[src/rtl/ptc_pkg.sv]
package ptc_pkg;
  localparam int WORD_W = 32;
  localparam int TIME_W = 2 * WORD_W;

  localparam logic [7:0] ADR_CTRL    = 8'h00;
  localparam logic [7:0] ADR_EVT     = 8'h04;
  localparam logic [7:0] ADR_ADDEND  = 8'h08;
  localparam logic [7:0] ADR_ACC     = 8'h0C;
  localparam logic [7:0] ADR_TIME_LO = 8'h20;
  localparam logic [7:0] ADR_TIME_HI = 8'h24;
  localparam logic [7:0] ADR_TGT_LO  = 8'h28;
  localparam logic [7:0] ADR_TGT_HI  = 8'h2C;
  localparam logic [7:0] ADR_SLV_LO  = 8'h30;
  localparam logic [7:0] ADR_SLV_HI  = 8'h34;
  localparam logic [7:0] ADR_MST_LO  = 8'h38;
  localparam logic [7:0] ADR_MST_HI  = 8'h3C;

  // strobes from the register control to the time datapath
  typedef struct packed {
    logic              softRst;
    logic              timeLoWr;
    logic              timeHiWr;
    logic              timeLoRd;
    logic              tgtLoWr;
    logic              tgtHiWr;
    logic [WORD_W-1:0] wdata;
    logic [WORD_W-1:0] addend;
  } ptc_strobe_t;
endpackage

[src/rtl/ptc_datapath.sv]
module ptc_datapath
  import ptc_pkg::*;
#(
  parameter int              SYNC_STAGES  = 2,
  parameter int              AUX_N        = 2,
  parameter logic [TIME_W-1:0] TARGET_RESET = 64'd1
) (
  input  logic                           clk,
  input  logic                           rstN,
  input  ptc_strobe_t                    strb,
  input  logic [AUX_N-1:0]               auxIn,
  output logic [TIME_W-1:0]              timeNow,
  output logic [WORD_W-1:0]              timeHiShadow,
  output logic [TIME_W-1:0]              targetNow,
  output logic [AUX_N-1:0][TIME_W-1:0]   snapTime,
  output logic [WORD_W-1:0]              accNow,
  output logic                           hitPulse,
  output logic [AUX_N-1:0]               auxPulse
);
  logic [WORD_W:0]   accSum;
  logic [WORD_W-1:0] timeStage;
  logic [WORD_W-1:0] tgtStage;
  logic              matchNow;
  logic              matchPrev;

  assign accSum = {1'b0, accNow} + {1'b0, strb.addend};

  always_ff @(posedge clk or negedge rstN) begin
    if (!rstN) begin
      accNow  <= '0;
      timeNow <= '0;
    end else if (strb.softRst) begin
      accNow  <= '0;
      timeNow <= '0;
    end else begin
      accNow <= accSum[WORD_W-1:0];
      if (strb.timeHiWr)
        timeNow <= {strb.wdata, timeStage};
      else if (accSum[WORD_W])
        timeNow <= timeNow + TIME_W'(1);
    end
  end

  always_ff @(posedge clk or negedge rstN) begin
    if (!rstN) begin
      timeStage    <= '0;
      tgtStage     <= '0;
      targetNow    <= TARGET_RESET;
      timeHiShadow <= '0;
      matchPrev    <= 1'b1;
    end else begin
      if (strb.timeLoWr) timeStage <= strb.wdata;
      if (strb.tgtLoWr)  tgtStage  <= strb.wdata;
      if (strb.tgtHiWr)  targetNow <= {strb.wdata, tgtStage};
      if (strb.timeLoRd) timeHiShadow <= timeNow[TIME_W-1:WORD_W];
      matchPrev <= matchNow;
    end
  end

  assign matchNow = (timeNow == targetNow);
  assign hitPulse = matchNow & ~matchPrev;

  for (genvar g = 0; g < AUX_N; g++) begin : g_aux
    logic [SYNC_STAGES-1:0] syncQ;
    logic                   lastQ;
    always_ff @(posedge clk or negedge rstN) begin
      if (!rstN) begin
        syncQ       <= '0;
        lastQ       <= 1'b0;
        snapTime[g] <= '0;
      end else begin
        syncQ <= {syncQ[SYNC_STAGES-2:0], auxIn[g]};
        lastQ <= syncQ[SYNC_STAGES-1];
        if (auxPulse[g]) snapTime[g] <= timeNow;
      end
    end
    assign auxPulse[g] = syncQ[SYNC_STAGES-1] & ~lastQ;

    AST_SNAP_HOLD: assert property (@(posedge clk) disable iff (!rstN)
      !auxPulse[g] |=> $stable(snapTime[g]));
  end

  AST_SOFT_RST_ZERO: assert property (@(posedge clk) disable iff (!rstN)
    strb.softRst |=> (timeNow == '0 && accNow == '0));
  AST_TIME_STEP: assert property (@(posedge clk) disable iff (!rstN)
    (!strb.softRst && !strb.timeHiWr) |=>
      (timeNow == $past(timeNow) || timeNow == $past(timeNow) + TIME_W'(1)));
  AST_TIME_COMMIT: assert property (@(posedge clk) disable iff (!rstN)
    (!strb.softRst && strb.timeHiWr) |=>
      timeNow == {$past(strb.wdata), $past(timeStage)});
endmodule

[src/rtl/ptc_ctrl.sv]
module ptc_ctrl
  import ptc_pkg::*;
#(
  parameter logic [WORD_W-1:0] ADDEND_RESET = 32'hA000_0000,
  parameter int                AUX_N        = 2,
  localparam int               EVT_W        = AUX_N + 1,
  localparam int               CTRL_W       = EVT_W + 2
) (
  input  logic                          clk,
  input  logic                          rstN,
  input  logic                          regValid,
  input  logic                          regWrite,
  input  logic [7:0]                    regAddr,
  input  logic [WORD_W-1:0]             regWdata,
  output logic [WORD_W-1:0]             regRdata,
  input  logic [TIME_W-1:0]             timeNow,
  input  logic [WORD_W-1:0]             timeHiShadow,
  input  logic [TIME_W-1:0]             targetNow,
  input  logic [AUX_N-1:0][TIME_W-1:0]  snapTime,
  input  logic [WORD_W-1:0]             accNow,
  input  logic                          hitPulse,
  input  logic [AUX_N-1:0]              auxPulse,
  output ptc_strobe_t                   strb,
  output logic                          irqOut
);
  logic [CTRL_W-1:0] ctrlReg;   // bit0 soft reset, bits 1..EVT_W masks, top bit stored only
  logic [WORD_W-1:0] addendReg;
  logic [EVT_W:1]    evtReg;
  logic [EVT_W:1]    setVec;
  logic [EVT_W:1]    clrVec;
  logic              wr;
  logic              rd;

  assign wr = regValid & regWrite;
  assign rd = regValid & ~regWrite;

  always_comb begin
    strb          = '0;
    strb.softRst  = ctrlReg[0];
    strb.timeLoWr = wr && regAddr == ADR_TIME_LO;
    strb.timeHiWr = wr && regAddr == ADR_TIME_HI;
    strb.timeLoRd = rd && regAddr == ADR_TIME_LO;
    strb.tgtLoWr  = wr && regAddr == ADR_TGT_LO;
    strb.tgtHiWr  = wr && regAddr == ADR_TGT_HI;
    strb.wdata    = regWdata;
    strb.addend   = addendReg;
  end

  assign setVec = {auxPulse, hitPulse};
  assign clrVec = (wr && regAddr == ADR_EVT) ? regWdata[EVT_W:1] : '0;

  always_ff @(posedge clk or negedge rstN) begin
    if (!rstN) begin
      ctrlReg   <= '0;
      addendReg <= ADDEND_RESET;
      evtReg    <= '0;
    end else begin
      if (wr && regAddr == ADR_CTRL)   ctrlReg   <= regWdata[CTRL_W-1:0];
      if (wr && regAddr == ADR_ADDEND) addendReg <= regWdata;
      if (ctrlReg[0]) evtReg <= '0;
      else            evtReg <= (evtReg & ~clrVec) | setVec;
    end
  end

  always_ff @(posedge clk or negedge rstN) begin
    if (!rstN) regRdata <= '0;
    else if (rd) begin
      case (regAddr)
        ADR_CTRL:    regRdata <= WORD_W'(ctrlReg);
        ADR_EVT:     regRdata <= WORD_W'({evtReg, 1'b0});
        ADR_ADDEND:  regRdata <= addendReg;
        ADR_ACC:     regRdata <= accNow;
        ADR_TIME_LO: regRdata <= timeNow[WORD_W-1:0];
        ADR_TIME_HI: regRdata <= timeHiShadow;
        ADR_TGT_LO:  regRdata <= targetNow[WORD_W-1:0];
        ADR_TGT_HI:  regRdata <= targetNow[TIME_W-1:WORD_W];
        ADR_SLV_LO:  regRdata <= snapTime[0][WORD_W-1:0];
        ADR_SLV_HI:  regRdata <= snapTime[0][TIME_W-1:WORD_W];
        ADR_MST_LO:  regRdata <= snapTime[AUX_N-1][WORD_W-1:0];
        ADR_MST_HI:  regRdata <= snapTime[AUX_N-1][TIME_W-1:WORD_W];
        default:     regRdata <= '0;
      endcase
    end
  end

  assign irqOut = |(evtReg & ctrlReg[EVT_W:1]);

  AST_HIT_FLAG: assert property (@(posedge clk) disable iff (!rstN)
    (hitPulse && !ctrlReg[0]) |=> evtReg[1]);
  AST_W1C_SLAVE: assert property (@(posedge clk) disable iff (!rstN)
    (wr && regAddr == ADR_EVT && regWdata[2] && !auxPulse[0]) |=> !evtReg[2]);
  AST_SOFT_RST_FLAGS: assert property (@(posedge clk) disable iff (!rstN)
    ctrlReg[0] |=> (evtReg == '0));
endmodule

[src/rtl/ptp_tick_clock.sv]
module ptp_tick_clock
  import ptc_pkg::*;
#(
  parameter logic [WORD_W-1:0] ADDEND_RESET = 32'hA000_0000,
  parameter logic [TIME_W-1:0] TARGET_RESET = 64'd1,
  parameter int                SYNC_STAGES  = 2
) (
  input  logic        clk,
  input  logic        rstN,
  input  logic        regValid,
  input  logic        regWrite,
  input  logic [7:0]  regAddr,
  input  logic [31:0] regWdata,
  output logic [31:0] regRdata,
  input  logic        auxSlaveIn,
  input  logic        auxMasterIn,
  output logic        irqOut
);
  localparam int AUX_N = 2;

  ptc_strobe_t                   strb;
  logic [TIME_W-1:0]             timeNow;
  logic [WORD_W-1:0]             timeHiShadow;
  logic [TIME_W-1:0]             targetNow;
  logic [AUX_N-1:0][TIME_W-1:0]  snapTime;
  logic [WORD_W-1:0]             accNow;
  logic                          hitPulse;
  logic [AUX_N-1:0]              auxPulse;

  ptc_ctrl #(.ADDEND_RESET(ADDEND_RESET), .AUX_N(AUX_N)) i_ctrl (
    .clk(clk), .rstN(rstN), .regValid(regValid), .regWrite(regWrite),
    .regAddr(regAddr), .regWdata(regWdata), .regRdata(regRdata),
    .timeNow(timeNow), .timeHiShadow(timeHiShadow), .targetNow(targetNow),
    .snapTime(snapTime), .accNow(accNow), .hitPulse(hitPulse),
    .auxPulse(auxPulse), .strb(strb), .irqOut(irqOut)
  );

  ptc_datapath #(.SYNC_STAGES(SYNC_STAGES), .AUX_N(AUX_N),
                 .TARGET_RESET(TARGET_RESET)) i_datapath (
    .clk(clk), .rstN(rstN), .strb(strb), .auxIn({auxMasterIn, auxSlaveIn}),
    .timeNow(timeNow), .timeHiShadow(timeHiShadow), .targetNow(targetNow),
    .snapTime(snapTime), .accNow(accNow), .hitPulse(hitPulse),
    .auxPulse(auxPulse)
  );
endmodule

[config.mk]
export PLATFORM = sky130hd
export DESIGN_NAME = ptp_tick_clock
export DESIGN_NICKNAME = d
export VERILOG_FILES = /design/src/rtl/ptc_pkg.sv /design/src/rtl/ptc_datapath.sv /design/src/rtl/ptc_ctrl.sv /design/src/rtl/ptp_tick_clock.sv
export SDC_FILE = /design/constraint.sdc
export NUM_CORES = 1
export LEC_CHECK = 0
export BUFFER_PORTS_ARGS = -buffer_cell sky130_fd_sc_hd__buf_2
export CAP_MARGIN = 20
export CORE_UTILIZATION = 30
export DETAILED_ROUTE_END_ITERATION = 10
export MAX_ROUTING_LAYER = met4
export PLACE_DENSITY_LB_ADDON = 0.12
export SYNTH_ARGS = -nofsm -noshare
export SYNTH_HDL_FRONTEND = slang
export SYNTH_SLANG_ARGS = --single-unit
[constraint.sdc]
create_clock -name clk -period 3.2 [get_ports clk]
set_input_delay 0.64 -clock clk [delete_from_list [all_inputs] [get_ports clk]]
set_output_delay 0.64 -clock clk [all_outputs]
set_load 0.05 [all_outputs]
==> impl_results.html, run 1 <==
<table>
<tr><th>Metric</th><th>Value</th></tr>
<tr><th colspan="2">Outcome</th></tr>
<tr><td>Status</td><td>finished with violations</td></tr>
<tr><td>Violations in the final reports</td><td>setup timing</td></tr>
<tr><th colspan="2">Layout</th></tr>
<tr><td>Fill cell total of the finished layout</td><td>7,658</td></tr>
<tr><td>Combined area of the multi-input logic cells</td><td>10,900 um^2</td></tr>
<tr><td>Design area</td><td>28,000 um^2</td></tr>
<tr><td>Storage element area</td><td>11,600 um^2</td></tr>
<tr><td>Fraction of final layout cells sized beyond drive strength 1</td><td>28.3%</td></tr>
<tr><td>Final Net Count</td><td>2,332</td></tr>
<tr><td>Final core area utilization</td><td>36.6%</td></tr>
<tr><td>Area growth syn-to-layout</td><td>20.3%</td></tr>
<tr><th colspan="2">Placement</th></tr>
<tr><td>Placed standard-cell area</td><td>25,800 um^2</td></tr>
<tr><td>Routability cong.</td><td>0.941</td></tr>
<tr><td>Final HPWL DP</td><td>61,800 um</td></tr>
<tr><td>Number of port buffers</td><td>78</td></tr>
<tr><th colspan="2">Detailed routing</th></tr>
<tr><td>Vias</td><td>18,611</td></tr>
<tr><td>Detailed-route wire length per cell</td><td>27.2 um</td></tr>
<tr><td>Total wire length after detailed routing</td><td>90,400 um</td></tr>
<tr><td>Post-detailed-route via-to-cell ratio</td><td>5.59</td></tr>
<tr><td>DRC violation count after routing</td><td>0</td></tr>
<tr><td>Number of optimization iterations in the first detailed-route pass</td><td>5</td></tr>
<tr><td>Post-route antenna net violation count</td><td>0</td></tr>
<tr><td>Detailed router's first-iteration violation count</td><td>1,620</td></tr>
<tr><th colspan="2">STA</th></tr>
<tr><td>Worst slew margin</td><td>30.5%</td></tr>
<tr><td>Final max-slew violation count</td><td>0</td></tr>
<tr><td>Slack of the critical path</td><td>-18.6 ps</td></tr>
<tr><td>Final critical-path required period</td><td>3220 ps</td></tr>
<tr><td>Fmax achieved</td><td>311 MHz</td></tr>
<tr><td>Setup clock skew after layout</td><td>31.1 ps</td></tr>
<tr><td>Unrepaired setup endpoints after global routing</td><td>true</td></tr>
<tr><td>Final hold violation count</td><td>0</td></tr>
<tr><td>Tcrit/Tclk final</td><td>101%</td></tr>
<tr><td>Final-layout worst hold slack</td><td>125 ps</td></tr>
<tr><td>Tightest Pin Transition</td><td>1040 ps</td></tr>
<tr><td>Final Setup Violations</td><td>9</td></tr>
<tr><th colspan="2">Logic synthesis</th></tr>
<tr><td>Number of synthesized register bits</td><td>463</td></tr>
<tr><td>Post-synth design cell area</td><td>23,200 um^2</td></tr>
<tr><td>Synth cell types</td><td>69</td></tr>
<tr><td>Cells after synthesis</td><td>2,138</td></tr>
<tr><td>Most common flop cell mapped by yosys</td><td>sky130_fd_sc_hd__dfrtp_1</td></tr>
<tr><td>Number of enable-type register cells in the synthesized netlist</td><td>0</td></tr>
<tr><td>Sequential element share of the synthesized area</td><td>49.9%</td></tr>
<tr><td>Dominant cells by area after synthesis</td><td>sky130_fd_sc_hd__dfrtp_1 49%, sky130_fd_sc_hd__mux2_2 13%, sky130_fd_sc_hd__a22oi_1 4.9%</td></tr>
<tr><td>Post-Syn Area per Cell</td><td>10.9 um^2</td></tr>
<tr><td>Post-Syn Nets</td><td>2,218</td></tr>
<tr><td>Share of synthesized flip-flops with an asynchronous set or reset</td><td>100%</td></tr>
<tr><td>Warning count from the yosys run</td><td>0</td></tr>
<tr><td>Portion of synthesized cell area occupied by the leading cell type</td><td>49.4%</td></tr>
<tr><td>Library cell occupying the most area in the post-synthesis netlist</td><td>sky130_fd_sc_hd__dfrtp_1</td></tr>
<tr><th colspan="2">Floorplanning</th></tr>
<tr><td>I/O Pins</td><td>79</td></tr>
<tr><td>Horiz. Die Dim</td><td>280 um</td></tr>
<tr><td>Starting density of the core</td><td>30.5%</td></tr>
<tr><td>Die outline height</td><td>280 um</td></tr>
<tr><td>Std-Cell Core Area</td><td>76,300 um^2</td></tr>
<tr><td>Total Die Area</td><td>78,600 um^2</td></tr>
<tr><td>Cell row count</td><td>101</td></tr>
<tr><th colspan="2">Clocking</th></tr>
<tr><td>Clock-pin slew on the worst setup and hold paths</td><td>60 ps</td></tr>
<tr><td>Count of clock tree sinks</td><td>463</td></tr>
<tr><td>Total number of H-tree levels</td><td>2</td></tr>
<tr><td>Number of buffers added by the clock tree synthesis step</td><td>56</td></tr>
<tr><td>Root Buffer Master</td><td>sky130_fd_sc_hd__clkbuf_16</td></tr>
<tr><td>Latest clock arrival within the worst-skew pair</td><td>630 ps</td></tr>
<tr><td>Clock tree from TritonCTS</td><td>done</td></tr>
<tr><td>Max clock buf depth</td><td>3</td></tr>
<tr><th colspan="2">Critical path</th></tr>
<tr><td>Required time at the endpoint of the critical path</td><td>3680 ps</td></tr>
<tr><td>Worst Setup End Kind</td><td>flop</td></tr>
<tr><td>Worst Path Arrival</td><td>3700 ps</td></tr>
<tr><td>Path type of the worst setup path</td><td>reg -&gt; reg</td></tr>
<tr><td>Origin of the worst setup path</td><td>i_datapath.accNow[2]</td></tr>
<tr><td>R2r startpoint</td><td>i_datapath.accNow[2]</td></tr>
<tr><td>Largest fanout on the critical path</td><td>13</td></tr>
<tr><td>Kind of launch point of the worst setup path</td><td>flop</td></tr>
<tr><th colspan="2">GRT</th></tr>
<tr><td>Maximum number of pins on one net before global-route repair</td><td>104</td></tr>
<tr><td>First-pass GRT wire length</td><td>132,000 um</td></tr>
<tr><td>Overflow left after global routing</td><td>0</td></tr>
<tr><td>Initial antenna violation count</td><td>2</td></tr>
<tr><td>Vias in the first global route</td><td>18,950</td></tr>
<tr><td>GRT Resource Usage Total</td><td>23.4%</td></tr>
<tr><th colspan="2">Worst hold path</th></tr>
<tr><td>Tightest Hold Check Type</td><td>in -&gt; reg</td></tr>
<tr><td>Launch instance of the worst min-delay path</td><td>auxSlaveIn</td></tr>
<tr><th colspan="2">Job</th></tr>
<tr><td>Max-cap violations</td><td>0</td></tr>
<tr><th colspan="2">Pwr</th></tr>
<tr><td>Power density normalized to cell area</td><td>542 nW/um^2</td></tr>
<tr><td>Worst vdd rail ir drop</td><td>0.375 mV</td></tr>
<tr><td>Standby leakage power</td><td>12.1 nW</td></tr>
</table>
final cells by class:
| cell class | count | area share, % |
|---|---|---|
| clock inverters | 33 | 0.967 |
| well taps | 1030 | 4.61 |
| diodes | 1 | 0.00895 |
| multi-input cells | 1434 | 39.1 |
| repair buffers | 229 | 7.21 |
| clock buffers | 71 | 5.72 |
| flip-flops and latches | 463 | 41.5 |
| inverters | 68 | 0.913 |
metal layers:
| metal | share of wire [%] | up-vias | track usage (%) |
|---|---|---|---|
| met3 | 4.7 | 142 | 2.65 |
| met5 | 0 | - | - |
| li1 | - | 8181 | - |
| met2 | 47 | 578 | 37.0 |
| met4 | 2.7 | 0 | 6.25 |
| met1 | 46 | 9710 | 31.8 |
critical path, stage by stage (launching register included):
cell	delay, ps
sky130_fd_sc_hd__dfrtp_1	410
sky130_fd_sc_hd__ha_4	250
sky130_fd_sc_hd__buf_6	110
sky130_fd_sc_hd__nor2b_2	150
sky130_fd_sc_hd__o31a_1	320
sky130_fd_sc_hd__o211ai_1	310
sky130_fd_sc_hd__o211ai_1	260
sky130_fd_sc_hd__buf_4	210
sky130_fd_sc_hd__a221oi_4	260
sky130_fd_sc_hd__buf_12	180
sky130_fd_sc_hd__a21o_4	260
sky130_fd_sc_hd__clkbuf_16	230
sky130_fd_sc_hd__o22ai_1	90
synthesized netlist by cell type, types with 17 or more instances:
library cell and number:
sky130_fd_sc_hd__ha_1 33, sky130_fd_sc_hd__a21oi_1 107, sky130_fd_sc_hd__inv_1 66, sky130_fd_sc_hd__mux2_2 267, sky130_fd_sc_hd__o22ai_1 55, sky130_fd_sc_hd__mux2_1 37
sky130_fd_sc_hd__nor4_1 33, sky130_fd_sc_hd__and3_1 17, sky130_fd_sc_hd__a22o_1 21, sky130_fd_sc_hd__a22oi_1 151, sky130_fd_sc_hd__xnor2_1 40, sky130_fd_sc_hd__xor2_1 40
sky130_fd_sc_hd__clkbuf_1 130, sky130_fd_sc_hd__buf_2 21, sky130_fd_sc_hd__nor2_1 80, sky130_fd_sc_hd__nor3_1 48, sky130_fd_sc_hd__o21ai_0 50, sky130_fd_sc_hd__nand3_1 38
sky130_fd_sc_hd__a31oi_1 38, sky130_fd_sc_hd__dfrtp_1 459, sky130_fd_sc_hd__a221oi_1 38, sky130_fd_sc_hd__buf_1 21, sky130_fd_sc_hd__nand2_1 122, sky130_fd_sc_hd__a21o_1 42
sky130_fd_sc_hd__nand4_1 43
per-stage QoR:
| step | setup slack, ps | cells | power (mW) | TNS [ps] |
|---|---|---|---|---|
| 4_1_cts | 23.7 | 3314 | 15.3 | 0 |
| 5_1_grt | -64.4 | 3329 | 15.8 | -1970 |
| 3_5_place_dp | -50.4 | 3207 | 8.69 | -1140 |
| 3_3_place_gp | 48.6 | 3207 | 8.67 | 0 |
| 2_1_floorplan | 606 | 2138 | 7.74 | 0 |
| 6_report | -18.6 | 3329 | 15.1 | -110 |
where the power goes:
part	leakage, nW	internal [mW]	total, mW	switching (mW)
sequential	5.51	6.23	6.55	0.321
clock	0.931	3.77	6.48	2.71
combinational	5.65	0.782	2.10	1.32
final timing paths:
check | to | slack, ps | cells past startpoint
max | i_datapath.timeNow[53] | -20 | 12
min | i_datapath.g_aux[0].syncQ[0] | 130 | 1
max reg2reg | i_datapath.timeNow[53] | -20 | 12
min reg2reg | i_datapath.g_aux[0].syncQ[1] | 350 | 0
max in group asynchronous | i_datapath.timeHiShadow[16] | 1680 | 3
min in group asynchronous | i_ctrl.regRdata[29] | 540 | 2
cell families after synthesis:
| family | after synthesis | share of synthesized area, % |
|---|---|---|
| compound gates | 571 | 16.8 |
| flops | 463 | 49.9 |
| simple gates | 443 | 9.68 |
| mux | 306 | 14.8 |
| buf+inv | 241 | 4.01 |
| xor+xnor | 80 | 3.01 |
| fa+ha+maj | 34 | 1.86 |
state kept, by name (all words and copies together) (netlist names):
register / cells
i_datapath.matchPrev: 1
i_ctrl.evtReg: 3
i_datapath.g_aux.lastQ: 2
i_datapath.timeNow: 64
i_datapath.accNow: 32
i_ctrl.addendReg: 32
i_datapath.targetNow: 64
i_ctrl.regRdata: 32
i_ctrl.ctrlReg: 5
i_datapath.timeStage: 32
i_datapath.timeHiShadow: 32
i_datapath.g_aux.syncQ: 4
i_datapath.snapTime: 128
i_datapath.tgtStage: 32
layout by cell type, fill, tap and decap left out, types with 10 or more instances in the layout:
| master | synthesis | routed |
|---|---|---|
| sky130_fd_sc_hd__mux2_2 | 267 | 267 |
| sky130_fd_sc_hd__a22o_1 | 21 | 21 |
| sky130_fd_sc_hd__nor4_1 | 33 | 33 |
| sky130_fd_sc_hd__clkbuf_16 | 0 | 62 |
| sky130_fd_sc_hd__nor2_1 | 80 | 70 |
| sky130_fd_sc_hd__buf_4 | 0 | 112 |
| sky130_fd_sc_hd__mux2_1 | 37 | 37 |
| sky130_fd_sc_hd__nand4_1 | 43 | 43 |
| sky130_fd_sc_hd__nor2_4 | 1 | 12 |
| sky130_fd_sc_hd__clkinv_2 | 0 | 22 |
| sky130_fd_sc_hd__nand2_1 | 122 | 117 |
| sky130_fd_sc_hd__o21ai_0 | 50 | 49 |
| sky130_fd_sc_hd__xor2_1 | 40 | 40 |
| sky130_fd_sc_hd__a31oi_1 | 38 | 38 |
| sky130_fd_sc_hd__nor3_1 | 48 | 48 |
| sky130_fd_sc_hd__a21o_1 | 42 | 41 |
| sky130_fd_sc_hd__dfrtp_1 | 459 | 458 |
| sky130_fd_sc_hd__nand3_1 | 38 | 37 |
| sky130_fd_sc_hd__buf_12 | 0 | 30 |
| sky130_fd_sc_hd__ha_1 | 33 | 30 |
| sky130_fd_sc_hd__and3_1 | 17 | 17 |
| sky130_fd_sc_hd__xnor2_1 | 40 | 40 |
| sky130_fd_sc_hd__buf_2 | 21 | 77 |
| sky130_fd_sc_hd__a22oi_1 | 151 | 151 |
| sky130_fd_sc_hd__a221oi_1 | 38 | 38 |
| sky130_fd_sc_hd__o22ai_1 | 55 | 53 |
| sky130_fd_sc_hd__clkbuf_8 | 0 | 10 |
| sky130_fd_sc_hd__inv_1 | 66 | 65 |
| sky130_fd_sc_hd__a21oi_1 | 107 | 104 |
timing repair:
| item | 4_1_cts | 5_1_grt |
|---|---|---|
| endpoints found under the setup margin | 60 | 69 |
| resized for setup | 1 | 16 |
| pin swaps | 2 | 3 |
| cloned | 0 | 6 |
| hold buffers | 1 | 0 |
| hold endpoints to repair | 30 | 0 |
| setup buffers | 2 | 8 |
No activity file was read; power rests on OpenSTA's default activity.
==> run 2, diff against run 1 <==
--- a/config.mk
+++ b/config.mk
@@ -7,10 +7,11 @@
 export LEC_CHECK = 0
 export BUFFER_PORTS_ARGS = -buffer_cell sky130_fd_sc_hd__buf_2
 export CAP_MARGIN = 20
-export CORE_UTILIZATION = 30
+export CORE_UTILIZATION = 48
 export DETAILED_ROUTE_END_ITERATION = 10
 export MAX_ROUTING_LAYER = met4
 export PLACE_DENSITY_LB_ADDON = 0.12
+export REMOVE_ABC_BUFFERS = 1
 export SYNTH_ARGS = -nofsm -noshare
 export SYNTH_HDL_FRONTEND = slang
 export SYNTH_SLANG_ARGS = --single-unit
==> run 2 against run 1 <==
The run now ends clean. Core utilization increased by 20 points. Power is 2.9% lower. Sequential power is essentially flat. Final cell count down 13%. Non-clock buffer count decreased by 19. First-iteration DRC count is 24% higher. Design area down 3.8%. Count of clock-buffer cells in the layout down 1. Critical path depth is 1 lower. Fmax is 4.7% higher. Clock skew fell by 0.50 ps. Setup slack better by 140 ps. Critical path type unchanged. Critical endpoint is now i_datapath.timeNow[20]. Largest cell class unchanged. Largest power group unchanged.
==> impl_results.html, run 2 (same netlist as run 1, synthesis figures left out) <==
<table>
<tr><th>Metric</th><th>Value</th></tr>
<tr><th colspan="2">Clocking</th></tr>
<tr><td>Root Buffer Master</td><td>sky130_fd_sc_hd__clkbuf_16 (unchanged)</td></tr>
<tr><td>Clock-pin slew on the worst setup and hold paths</td><td>60 ps (about the same)</td></tr>
<tr><td>Clock tree from TritonCTS</td><td>done (unchanged)</td></tr>
<tr><td>Number of buffers added by the clock tree synthesis step</td><td>51 (was 56)</td></tr>
<tr><td>Latest clock arrival within the worst-skew pair</td><td>620 ps (was 630 ps)</td></tr>
<tr><td>Max clock buf depth</td><td>3 (unchanged)</td></tr>
<tr><td>Count of clock tree sinks</td><td>463 (unchanged)</td></tr>
<tr><td>Total number of H-tree levels</td><td>2 (unchanged)</td></tr>
<tr><th colspan="2">Layout</th></tr>
<tr><td>Area growth syn-to-layout</td><td>15.7% (was 20.3%)</td></tr>
<tr><td>Register with the most flip-flops</td><td>i_datapath.snapTime (unchanged)</td></tr>
<tr><td>Most common cell after layout, fill and taps aside</td><td>sky130_fd_sc_hd__dfrtp_1 (unchanged)</td></tr>
<tr><td>Final Net Count</td><td>2,308 (was 2,332)</td></tr>
<tr><td>Fraction of final layout cells sized beyond drive strength 1</td><td>26.5% (was 28.3%)</td></tr>
<tr><td># diodes</td><td>0 (was 1)</td></tr>
<tr><td>Largest registers ranked by flip-flop count</td><td>i_datapath.snapTime x128, i_datapath.targetNow x64, i_datapath.timeNow x64 (unchanged)</td></tr>
<tr><td>Final core area utilization</td><td>56.3% (was 36.6%)</td></tr>
<tr><td>Flip-flop count of the largest register, all copies and words added</td><td>128 (unchanged)</td></tr>
<tr><td>Fill cell total of the finished layout</td><td>4,123 (was 7,658)</td></tr>
<tr><td>Commonest cells after routing, fill and taps aside</td><td>458 x sky130_fd_sc_hd__dfrtp_1, 267 x sky130_fd_sc_hd__mux2_2, 151 x sky130_fd_sc_hd__a22oi_1 (unchanged)</td></tr>
<tr><th colspan="2">STA</th></tr>
<tr><td>Worst slew margin</td><td>27.0% (was 30.5%)</td></tr>
<tr><td>Fmax achieved</td><td>325 MHz (was 311 MHz)</td></tr>
<tr><td>Final hold violation count</td><td>0 (unchanged)</td></tr>
<tr><td>Slack of the critical path</td><td>125 ps (was -18.6 ps)</td></tr>
<tr><td>Final max-slew violation count</td><td>0 (unchanged)</td></tr>
<tr><td>Tcrit/Tclk final</td><td>96.1% (was 101%)</td></tr>
<tr><td>Tightest Pin Transition</td><td>1090 ps (was 1040 ps)</td></tr>
<tr><td>Unrepaired setup endpoints after global routing</td><td>true (unchanged)</td></tr>
<tr><td>Final Setup Violations</td><td>0 (was 9)</td></tr>
<tr><td>Final critical-path required period</td><td>3080 ps (was 3220 ps)</td></tr>
<tr><td>Setup clock skew after layout</td><td>30.6 ps (was 31.1 ps)</td></tr>
<tr><th colspan="2">Detailed routing</th></tr>
<tr><td>Vias</td><td>18,650 (was 18,611)</td></tr>
<tr><td>Number of optimization iterations in the first detailed-route pass</td><td>6 (was 5)</td></tr>
<tr><td>Detailed-route wire length per cell</td><td>28.3 um (was 27.2 um)</td></tr>
<tr><td>Post-detailed-route via-to-cell ratio</td><td>6.47 (was 5.59)</td></tr>
<tr><td>Total wire length after detailed routing</td><td>81,600 um (was 90,400 um)</td></tr>
<tr><td>DRC violation count after routing</td><td>0 (unchanged)</td></tr>
<tr><td>Post-route antenna net violation count</td><td>0 (unchanged)</td></tr>
<tr><td>Detailed router's first-iteration violation count</td><td>2,012 (was 1,620)</td></tr>
<tr><th colspan="2">Placement</th></tr>
<tr><td>Final HPWL DP</td><td>56,400 um (was 61,800 um)</td></tr>
<tr><td>Number of port buffers</td><td>78 (unchanged)</td></tr>
<tr><td>Routability cong.</td><td>0.984 (was 0.941)</td></tr>
<tr><td>Pre-CTS setup slack</td><td>57.3 ps (was -50.4 ps)</td></tr>
<tr><th colspan="2">Critical path</th></tr>
<tr><td>Required time at the endpoint of the critical path</td><td>3710 ps (was 3680 ps)</td></tr>
<tr><td>Worst Path Arrival</td><td>3580 ps (was 3700 ps)</td></tr>
<tr><td>Path type of the worst setup path</td><td>reg -&gt; reg (unchanged)</td></tr>
<tr><td>Kind of launch point of the worst setup path</td><td>flop (unchanged)</td></tr>
<tr><td>Number of cells on the worst reg-to-reg path</td><td>11 (was 12)</td></tr>
<tr><td>Worst Setup End Kind</td><td>flop (unchanged)</td></tr>
<tr><td>Largest fanout on the critical path</td><td>32 (was 13)</td></tr>
<tr><th colspan="2">GRT</th></tr>
<tr><td>First-pass GRT wire length</td><td>123,000 um (was 132,000 um)</td></tr>
<tr><td>GRT Resource Usage Total</td><td>34.4% (was 23.4%)</td></tr>
<tr><td>Vias in the first global route</td><td>18,469 (was 18,950)</td></tr>
<tr><td>Initial antenna violation count</td><td>0 (was 2)</td></tr>
<tr><td>Maximum number of pins on one net before global-route repair</td><td>85 (was 104)</td></tr>
<tr><td>Overflow left after global routing</td><td>0 (unchanged)</td></tr>
<tr><th colspan="2">Floorplanning</th></tr>
<tr><td>Starting density of the core</td><td>48.7% (was 30.5%)</td></tr>
<tr><td>Horiz. Die Dim</td><td>222 um (was 280 um)</td></tr>
<tr><td>Std-Cell Core Area</td><td>47,700 um^2 (was 76,300 um^2)</td></tr>
<tr><td>Die outline height</td><td>222 um (was 280 um)</td></tr>
<tr><td>Total Die Area</td><td>49,300 um^2 (was 78,600 um^2)</td></tr>
<tr><td>Cell row count</td><td>80 (was 101)</td></tr>
<tr><td>I/O Pins</td><td>79 (unchanged)</td></tr>
<tr><th colspan="2">Worst hold path</th></tr>
<tr><td>Tightest Hold Check Type</td><td>in -&gt; async (was in -&gt; reg)</td></tr>
<tr><th colspan="2">Pwr</th></tr>
<tr><td>Power density normalized to cell area</td><td>547 nW/um^2 (was 542 nW/um^2)</td></tr>
<tr><td>Worst vdd rail ir drop</td><td>0.454 mV (was 0.375 mV)</td></tr>
<tr><td>Standby leakage power</td><td>11.8 nW (was 12.1 nW)</td></tr>
<tr><th colspan="2">Job</th></tr>
<tr><td>Max-cap violations</td><td>0 (unchanged)</td></tr>
<tr><th colspan="2">Outcome</th></tr>
<tr><td>Status</td><td>finished clean (was finished with violations)</td></tr>
</table>
## run 2: layout make-up
class / count / area, um^2 / share of cell area, %
Sequential cell: 463 / 11600 / 43.1
Clock buffer: 70 / 1410 / 5.23
Inverter: 68 / 255 / 0.949
Multi-Input combinational cell: 1434 / 10900 / 40.5
Timing Repair Buffer: 210 / 1700 / 6.30
Clock inverter: 24 / 290 / 1.08
Tap cell: 615 / 769 / 2.86
## run 2: worst paths after layout
kind | from | endpoint | slack, ps
min in group clk | auxSlaveIn | i_datapath.g_aux[0].syncQ[0] | 150
setup / recovery | i_ctrl.addendReg[0] | i_datapath.timeNow[20] | 120
max in group asynchronous | rstN | i_ctrl.addendReg[31] | 2250
hold reg to reg | i_datapath.g_aux[0].syncQ[0] | i_datapath.g_aux[0].syncQ[1] | 350
setup reg to reg | i_ctrl.addendReg[0] | i_datapath.timeNow[20] | 120
hold / removal | rstN | i_ctrl.regRdata[2] | 50
## run 2: timing repair
action,CTS,global route
setup endpoints to repair,0,36
hold buffers,0,0
resized for setup,0,2
buffers inserted,0,1
## run 2: critical path, cell delays in order, from the launching register on
cell and delay (ps):
sky130_fd_sc_hd__dfrtp_1 400, sky130_fd_sc_hd__ha_1 220, sky130_fd_sc_hd__inv_1 70, sky130_fd_sc_hd__fa_1 170, sky130_fd_sc_hd__nor2b_1 70, sky130_fd_sc_hd__o31a_1 300, sky130_fd_sc_hd__o211ai_1 240, sky130_fd_sc_hd__o211ai_1 320
sky130_fd_sc_hd__a221oi_4 490, sky130_fd_sc_hd__buf_6 340, sky130_fd_sc_hd__a22oi_1 140, sky130_fd_sc_hd__o22ai_1 190
## run 2: stage by stage
stage | setup TNS, ps | total power [mW] | hold slack, ps | instance area [um^2] | std cells
6_report | 0 | 14.7 | 45.6 | 26900 | 2884
5_1_grt | -33.9 | 15.2 | 81.0 | 26900 | 2884
4_1_cts | 0 | 14.8 | 83.6 | 26900 | 2883
3_5_place_dp | 0 | 8.68 | 339 | 25200 | 2789
3_3_place_gp | 0 | 8.66 | 332 | 25200 | 2789
2_1_floorplan | -472080 | 7.71 | 331 | 22600 | 1965
## run 2: routing by layer
layer / global-route usage [%] / vias up / wire [um]
met5: - / - / 0
met4: 11.3 / 0 / 2660
met3: 5.31 / 169 / 5420
met2: 52.6 / 714 / 37700
met1: 47.0 / 9614 / 35900
li1: - / 8153 / -
## run 2: power breakdown
part	total, mW	switching (mW)	internal (mW)	leakage [nW]
Sequential	6.54	0.314	6.23	5.51
Clock	6.06	2.50	3.56	0.837
Combinational	2.09	1.32	0.771	5.49
==> run 3, diff against run 2 <==
--- a/config.mk
+++ b/config.mk
@@ -11,6 +11,7 @@
 export DETAILED_ROUTE_END_ITERATION = 10
 export MAX_ROUTING_LAYER = met4
 export PLACE_DENSITY_LB_ADDON = 0.12
+export RECOVER_POWER = 100
 export REMOVE_ABC_BUFFERS = 1
 export SYNTH_ARGS = -nofsm -noshare
 export SYNTH_HDL_FRONTEND = slang
==> constraint.sdc (replaced) <==
create_clock -name clk -period 3.1 [get_ports clk]
set_input_delay 0.62 -clock clk [delete_from_list [all_inputs] [get_ports clk]]
set_output_delay 0.62 -clock clk [all_outputs]
set_load 0.05 [all_outputs]
==> run 3 against run 2 <==
The run now ends with capacitance limit, slew limit left. Critical endpoint is now i_datapath.timeNow[31]. Clock skew fell by 15 ps. Via count is 1.7% higher. Sequential power up 3.4%. Sequential cell count unchanged. Global-route usage up 0.49 points. Die area is the same.
==> impl_results.html, run 3 (same netlist as run 1, synthesis figures left out) <==
<table>
<tr><th>Metric</th><th>Value</th></tr>
<tr><th colspan="2">Clocking</th></tr>
<tr><td>Total number of H-tree levels</td><td>2 (unchanged)</td></tr>
<tr><td>Latest clock arrival within the worst-skew pair</td><td>600 ps (was 620 ps)</td></tr>
<tr><td>Clock-pin slew on the worst setup and hold paths</td><td>60 ps (about the same)</td></tr>
<tr><td>Max clock buf depth</td><td>3 (unchanged)</td></tr>
<tr><td>Hold buffer count at cts</td><td>0 (unchanged)</td></tr>
<tr><td>Root Buffer Master</td><td>sky130_fd_sc_hd__clkbuf_16 (unchanged)</td></tr>
<tr><td>Number of buffers added by the clock tree synthesis step</td><td>52 (was 51)</td></tr>
<tr><td>Count of clock tree sinks</td><td>463 (unchanged)</td></tr>
<tr><td>Clock tree from TritonCTS</td><td>done (unchanged)</td></tr>
<tr><th colspan="2">STA</th></tr>
<tr><td>Final max-slew violation count</td><td>254 (was 0)</td></tr>
<tr><td>Final hold violation count</td><td>0 (unchanged)</td></tr>
<tr><td>Tcrit/Tclk final</td><td>97.1% (was 96.1%)</td></tr>
<tr><td>Worst slew margin</td><td>-46.6% (was 27.0%)</td></tr>
<tr><td>Final-layout worst hold slack</td><td>131 ps (was 45.6 ps)</td></tr>
<tr><td>Fmax achieved</td><td>332 MHz (was 325 MHz)</td></tr>
<tr><td>Tightest Pin Transition</td><td>2200 ps (was 1090 ps)</td></tr>
<tr><td>Setup clock skew after layout</td><td>15.8 ps (was 30.6 ps)</td></tr>
<tr><td>Final critical-path required period</td><td>3010 ps (was 3080 ps)</td></tr>
<tr><td>Slack of the critical path</td><td>90.7 ps (was 125 ps)</td></tr>
<tr><td>Unrepaired setup endpoints after global routing</td><td>true (unchanged)</td></tr>
<tr><td>Final Setup Violations</td><td>0 (unchanged)</td></tr>
<tr><th colspan="2">Layout</th></tr>
<tr><td>Most common cell after layout, fill and taps aside</td><td>sky130_fd_sc_hd__dfrtp_1 (unchanged)</td></tr>
<tr><td>Commonest cells after routing, fill and taps aside</td><td>458 x sky130_fd_sc_hd__dfrtp_1, 267 x sky130_fd_sc_hd__mux2_2, 151 x sky130_fd_sc_hd__a22oi_1 (unchanged)</td></tr>
<tr><td>Fill cell total of the finished layout</td><td>4,189 (was 4,123)</td></tr>
<tr><td>Area growth syn-to-layout</td><td>15.9% (was 15.7%)</td></tr>
<tr><td>Largest registers ranked by flip-flop count</td><td>i_datapath.snapTime x128, i_datapath.targetNow x64, i_datapath.timeNow x64 (unchanged)</td></tr>
<tr><td>Final Net Count</td><td>2,330 (was 2,308)</td></tr>
<tr><td>Flip-flop count of the largest register, all copies and words added</td><td>128 (unchanged)</td></tr>
<tr><td>Design area</td><td>27,000 um^2 (was 26,900 um^2)</td></tr>
<tr><td>Register with the most flip-flops</td><td>i_datapath.snapTime (unchanged)</td></tr>
<tr><td>Final core area utilization</td><td>56.5% (was 56.3%)</td></tr>
<tr><td>Fraction of final layout cells sized beyond drive strength 1</td><td>25.3% (was 26.5%)</td></tr>
<tr><th colspan="2">Pwr</th></tr>
<tr><td>Power density normalized to cell area</td><td>575 nW/um^2 (was 547 nW/um^2)</td></tr>
<tr><td>Standby leakage power</td><td>11.8 nW (about the same)</td></tr>
<tr><td>Worst vdd rail ir drop</td><td>0.502 mV (was 0.454 mV)</td></tr>
<tr><th colspan="2">GRT</th></tr>
<tr><td>Vias in the first global route</td><td>18,711 (was 18,469)</td></tr>
<tr><td>GRT Resource Usage Total</td><td>34.9% (was 34.4%)</td></tr>
<tr><td>Maximum number of pins on one net before global-route repair</td><td>95 (was 85)</td></tr>
<tr><td>Initial antenna violation count</td><td>2 (was 0)</td></tr>
<tr><td>First-pass GRT wire length</td><td>124,000 um (was 123,000 um)</td></tr>
<tr><td>Overflow left after global routing</td><td>0 (unchanged)</td></tr>
<tr><th colspan="2">Detailed routing</th></tr>
<tr><td>Vias</td><td>18,970 (was 18,650)</td></tr>
<tr><td>Number of optimization iterations in the first detailed-route pass</td><td>7 (was 6)</td></tr>
<tr><td>Met2 Wirelength</td><td>38,300 um (was 37,700 um)</td></tr>
<tr><td>Metal3 WL</td><td>5890 um (was 5420 um)</td></tr>
<tr><td>Uppermost layer routed</td><td>met4 (unchanged)</td></tr>
<tr><td>DRC violation count after routing</td><td>0 (unchanged)</td></tr>
<tr><td>Total wire length after detailed routing</td><td>83,100 um (was 81,600 um)</td></tr>
<tr><td>Detailed router's first-iteration violation count</td><td>1,940 (was 2,012)</td></tr>
<tr><td>Detailed-route wire length per cell</td><td>28.6 um (was 28.3 um)</td></tr>
<tr><td>Wl on met1</td><td>36,000 um (was 35,900 um)</td></tr>
<tr><td>Post-route antenna net violation count</td><td>0 (unchanged)</td></tr>
<tr><td>Post-detailed-route via-to-cell ratio</td><td>6.53 (was 6.47)</td></tr>
<tr><th colspan="2">Job</th></tr>
<tr><td>Max-cap violations</td><td>4 (was 0)</td></tr>
<tr><th colspan="2">Critical path</th></tr>
<tr><td>Largest fanout on the critical path</td><td>7 (was 32)</td></tr>
<tr><td>Endpoint of the worst register-to-register path</td><td>i_datapath.timeNow[31] (was i_datapath.timeNow[20])</td></tr>
<tr><td>Worst Path Arrival</td><td>3520 ps (was 3580 ps)</td></tr>
<tr><td>Most used cell along the critical path</td><td>sky130_fd_sc_hd__buf_4 (was sky130_fd_sc_hd__o211ai_1)</td></tr>
<tr><td>Kind of launch point of the worst setup path</td><td>flop (unchanged)</td></tr>
<tr><td>Worst Setup End Kind</td><td>flop (unchanged)</td></tr>
<tr><td>Number of cells on the worst reg-to-reg path</td><td>10 (was 11)</td></tr>
<tr><td>Critical Path Max Stage Delay</td><td>590 ps (was 490 ps)</td></tr>
<tr><td>R2r startpoint</td><td>i_datapath.timeNow[0] (was i_ctrl.addendReg[0])</td></tr>
<tr><td>Required time at the endpoint of the critical path</td><td>3610 ps (was 3710 ps)</td></tr>
<tr><td>Path type of the worst setup path</td><td>reg -&gt; reg (unchanged)</td></tr>
<tr><td>Slack of the worst reg-to-reg path</td><td>90 ps (was 120 ps)</td></tr>
<tr><td>Chain of cells forming the critical path</td><td>buf_4 &gt; nand3_1 &gt; or4_1 &gt; buf_4 &gt; nor4_1 &gt; buf_4 &gt; nand4_1 &gt; nor3_1 &gt; a21oi_1 &gt; o22ai_1 (was ha_1 &gt; inv_1 &gt; fa_1 &gt; nor2b_1 &gt; o31a_1 &gt; o211ai_1 &gt; o211ai_1 &gt; a221oi_4 &gt; buf_6 &gt; a22oi_1 &gt; o22ai_1)</td></tr>
<tr><td>CP max stage cell</td><td>sky130_fd_sc_hd__or4_1 (was sky130_fd_sc_hd__a221oi_4)</td></tr>
<tr><th colspan="2">Worst hold path</th></tr>
<tr><td>Tightest Hold Check Type</td><td>in -&gt; reg (was in -&gt; async)</td></tr>
<tr><td>Launch instance of the worst min-delay path</td><td>auxMasterIn</td></tr>
<tr><td>Endpoint of the worst hold path</td><td>i_datapath.g_aux[1].syncQ[0]</td></tr>
<tr><td>Worst hold path depth</td><td>1</td></tr>
<tr><th colspan="2">Floorplanning</th></tr>
<tr><td>Starting density of the core</td><td>48.7% (unchanged)</td></tr>
<tr><td>Die outline height</td><td>222 um (unchanged)</td></tr>
<tr><td>Horiz. Die Dim</td><td>222 um (unchanged)</td></tr>
<tr><td>Total Die Area</td><td>49,300 um^2 (unchanged)</td></tr>
<tr><td>Std-Cell Core Area</td><td>47,700 um^2 (unchanged)</td></tr>
<tr><td>I/O Pins</td><td>79 (unchanged)</td></tr>
<tr><td>Cell row count</td><td>80 (unchanged)</td></tr>
<tr><th colspan="2">Placement</th></tr>
<tr><td>Routability cong.</td><td>1.06 (was 0.984)</td></tr>
<tr><td>Placed standard-cell area</td><td>25,300 um^2 (was 25,200 um^2)</td></tr>
<tr><td>Pre-CTS setup slack</td><td>3.48 ps (was 57.3 ps)</td></tr>
<tr><td>Number of port buffers</td><td>78 (unchanged)</td></tr>
<tr><td>Final HPWL DP</td><td>58,700 um (was 56,400 um)</td></tr>
<tr><th colspan="2">Outcome</th></tr>
<tr><td>Status</td><td>finished with violations (was finished clean)</td></tr>
<tr><td>Violations in the final reports</td><td>capacitance limit, slew limit</td></tr>
</table>
[run 3: cell types whose count changed in the layout (fill, tap and decap cells not counted), sizes merged]
cell and delta:
inv -2, clkbuf +63, bufinv +2, diode +2, buf -43, clkinv -4
clkinvlp +4
[run 3: report_power, final]
part	switching, mW	leakage, nW	internal, mW
combinational	1.37	5.37	0.788
clock	2.59	0.880	4.00
sequential	0.325	5.51	6.43
total	4.29	11.8	11.2
[run 3: how the worst max path moves through the flow]
stage / slack (ps) / from / cells past startpoint / end
final: 90 / i_datapath.timeNow[0] / 10 / i_datapath.timeNow[31]
after global routing: -5 / i_ctrl.addendReg[0] / 12 / i_datapath.timeNow[9]
after floorplan: -3350 / regAddr[5] / 7 / i_datapath.timeNow[10]
after global placement: 70 / i_ctrl.addendReg[5] / 8 / i_datapath.timeNow[9]
after detailed placement: 3 / i_ctrl.addendReg[5] / 8 / i_datapath.timeNow[9]
after CTS: 50 / i_ctrl.addendReg[5] / 9 / i_datapath.timeNow[9]
[run 3: repair_timing]
item,4_1_cts,5_1_grt
endpoints found under the setup margin,26,32
pin swaps,1,4
gates resized for setup,0,4
cloned,0,1
setup buffers,2,1
[run 3: layout make-up]
type / count / area, um^2 / share of cell area (%)
multi-input cells: 1434 / 10900 / 40.3
clock inverters: 24 / 343 / 1.27
well taps: 615 / 769 / 2.85
diodes: 2 / 5.00 / 0.0186
clock buffers: 69 / 1480 / 5.48
repair buffers: 231 / 1650 / 6.14
inverters: 68 / 255 / 0.947
flip-flops and latches: 463 / 11600 / 43.0
[run 3: per-stage QoR]
| stage | total power [mW] | setup TNS (ps) | std cells |
|---|---|---|---|
| 2_1_floorplan | 7.96 | -505700 | 1965 |
| 3_3_place_gp | 8.95 | 0 | 2806 |
| 3_5_place_dp | 8.97 | 0 | 2807 |
| 4_1_cts | 15.6 | 0 | 2902 |
| 5_1_grt | 16.0 | -5.21 | 2906 |
| 6_report | 15.5 | 0 | 2906 |
[run 3: worst max-delay path, delay by kind of cell (launching register included)]
| kind | cells | cell delay (ps) |
|---|---|---|
| compound gates | 2 | 250 |
| buf+inv | 3 | 620 |
| flops | 1 | 380 |
| simple gates | 5 | 1660 |
[run 3: per-layer routing]
metal  vias up  track usage, %
met4         0            11.5
met5         -               -
met2       877            53.7
li1       8211               -
met1      9718            47.8
met3       164            4.70
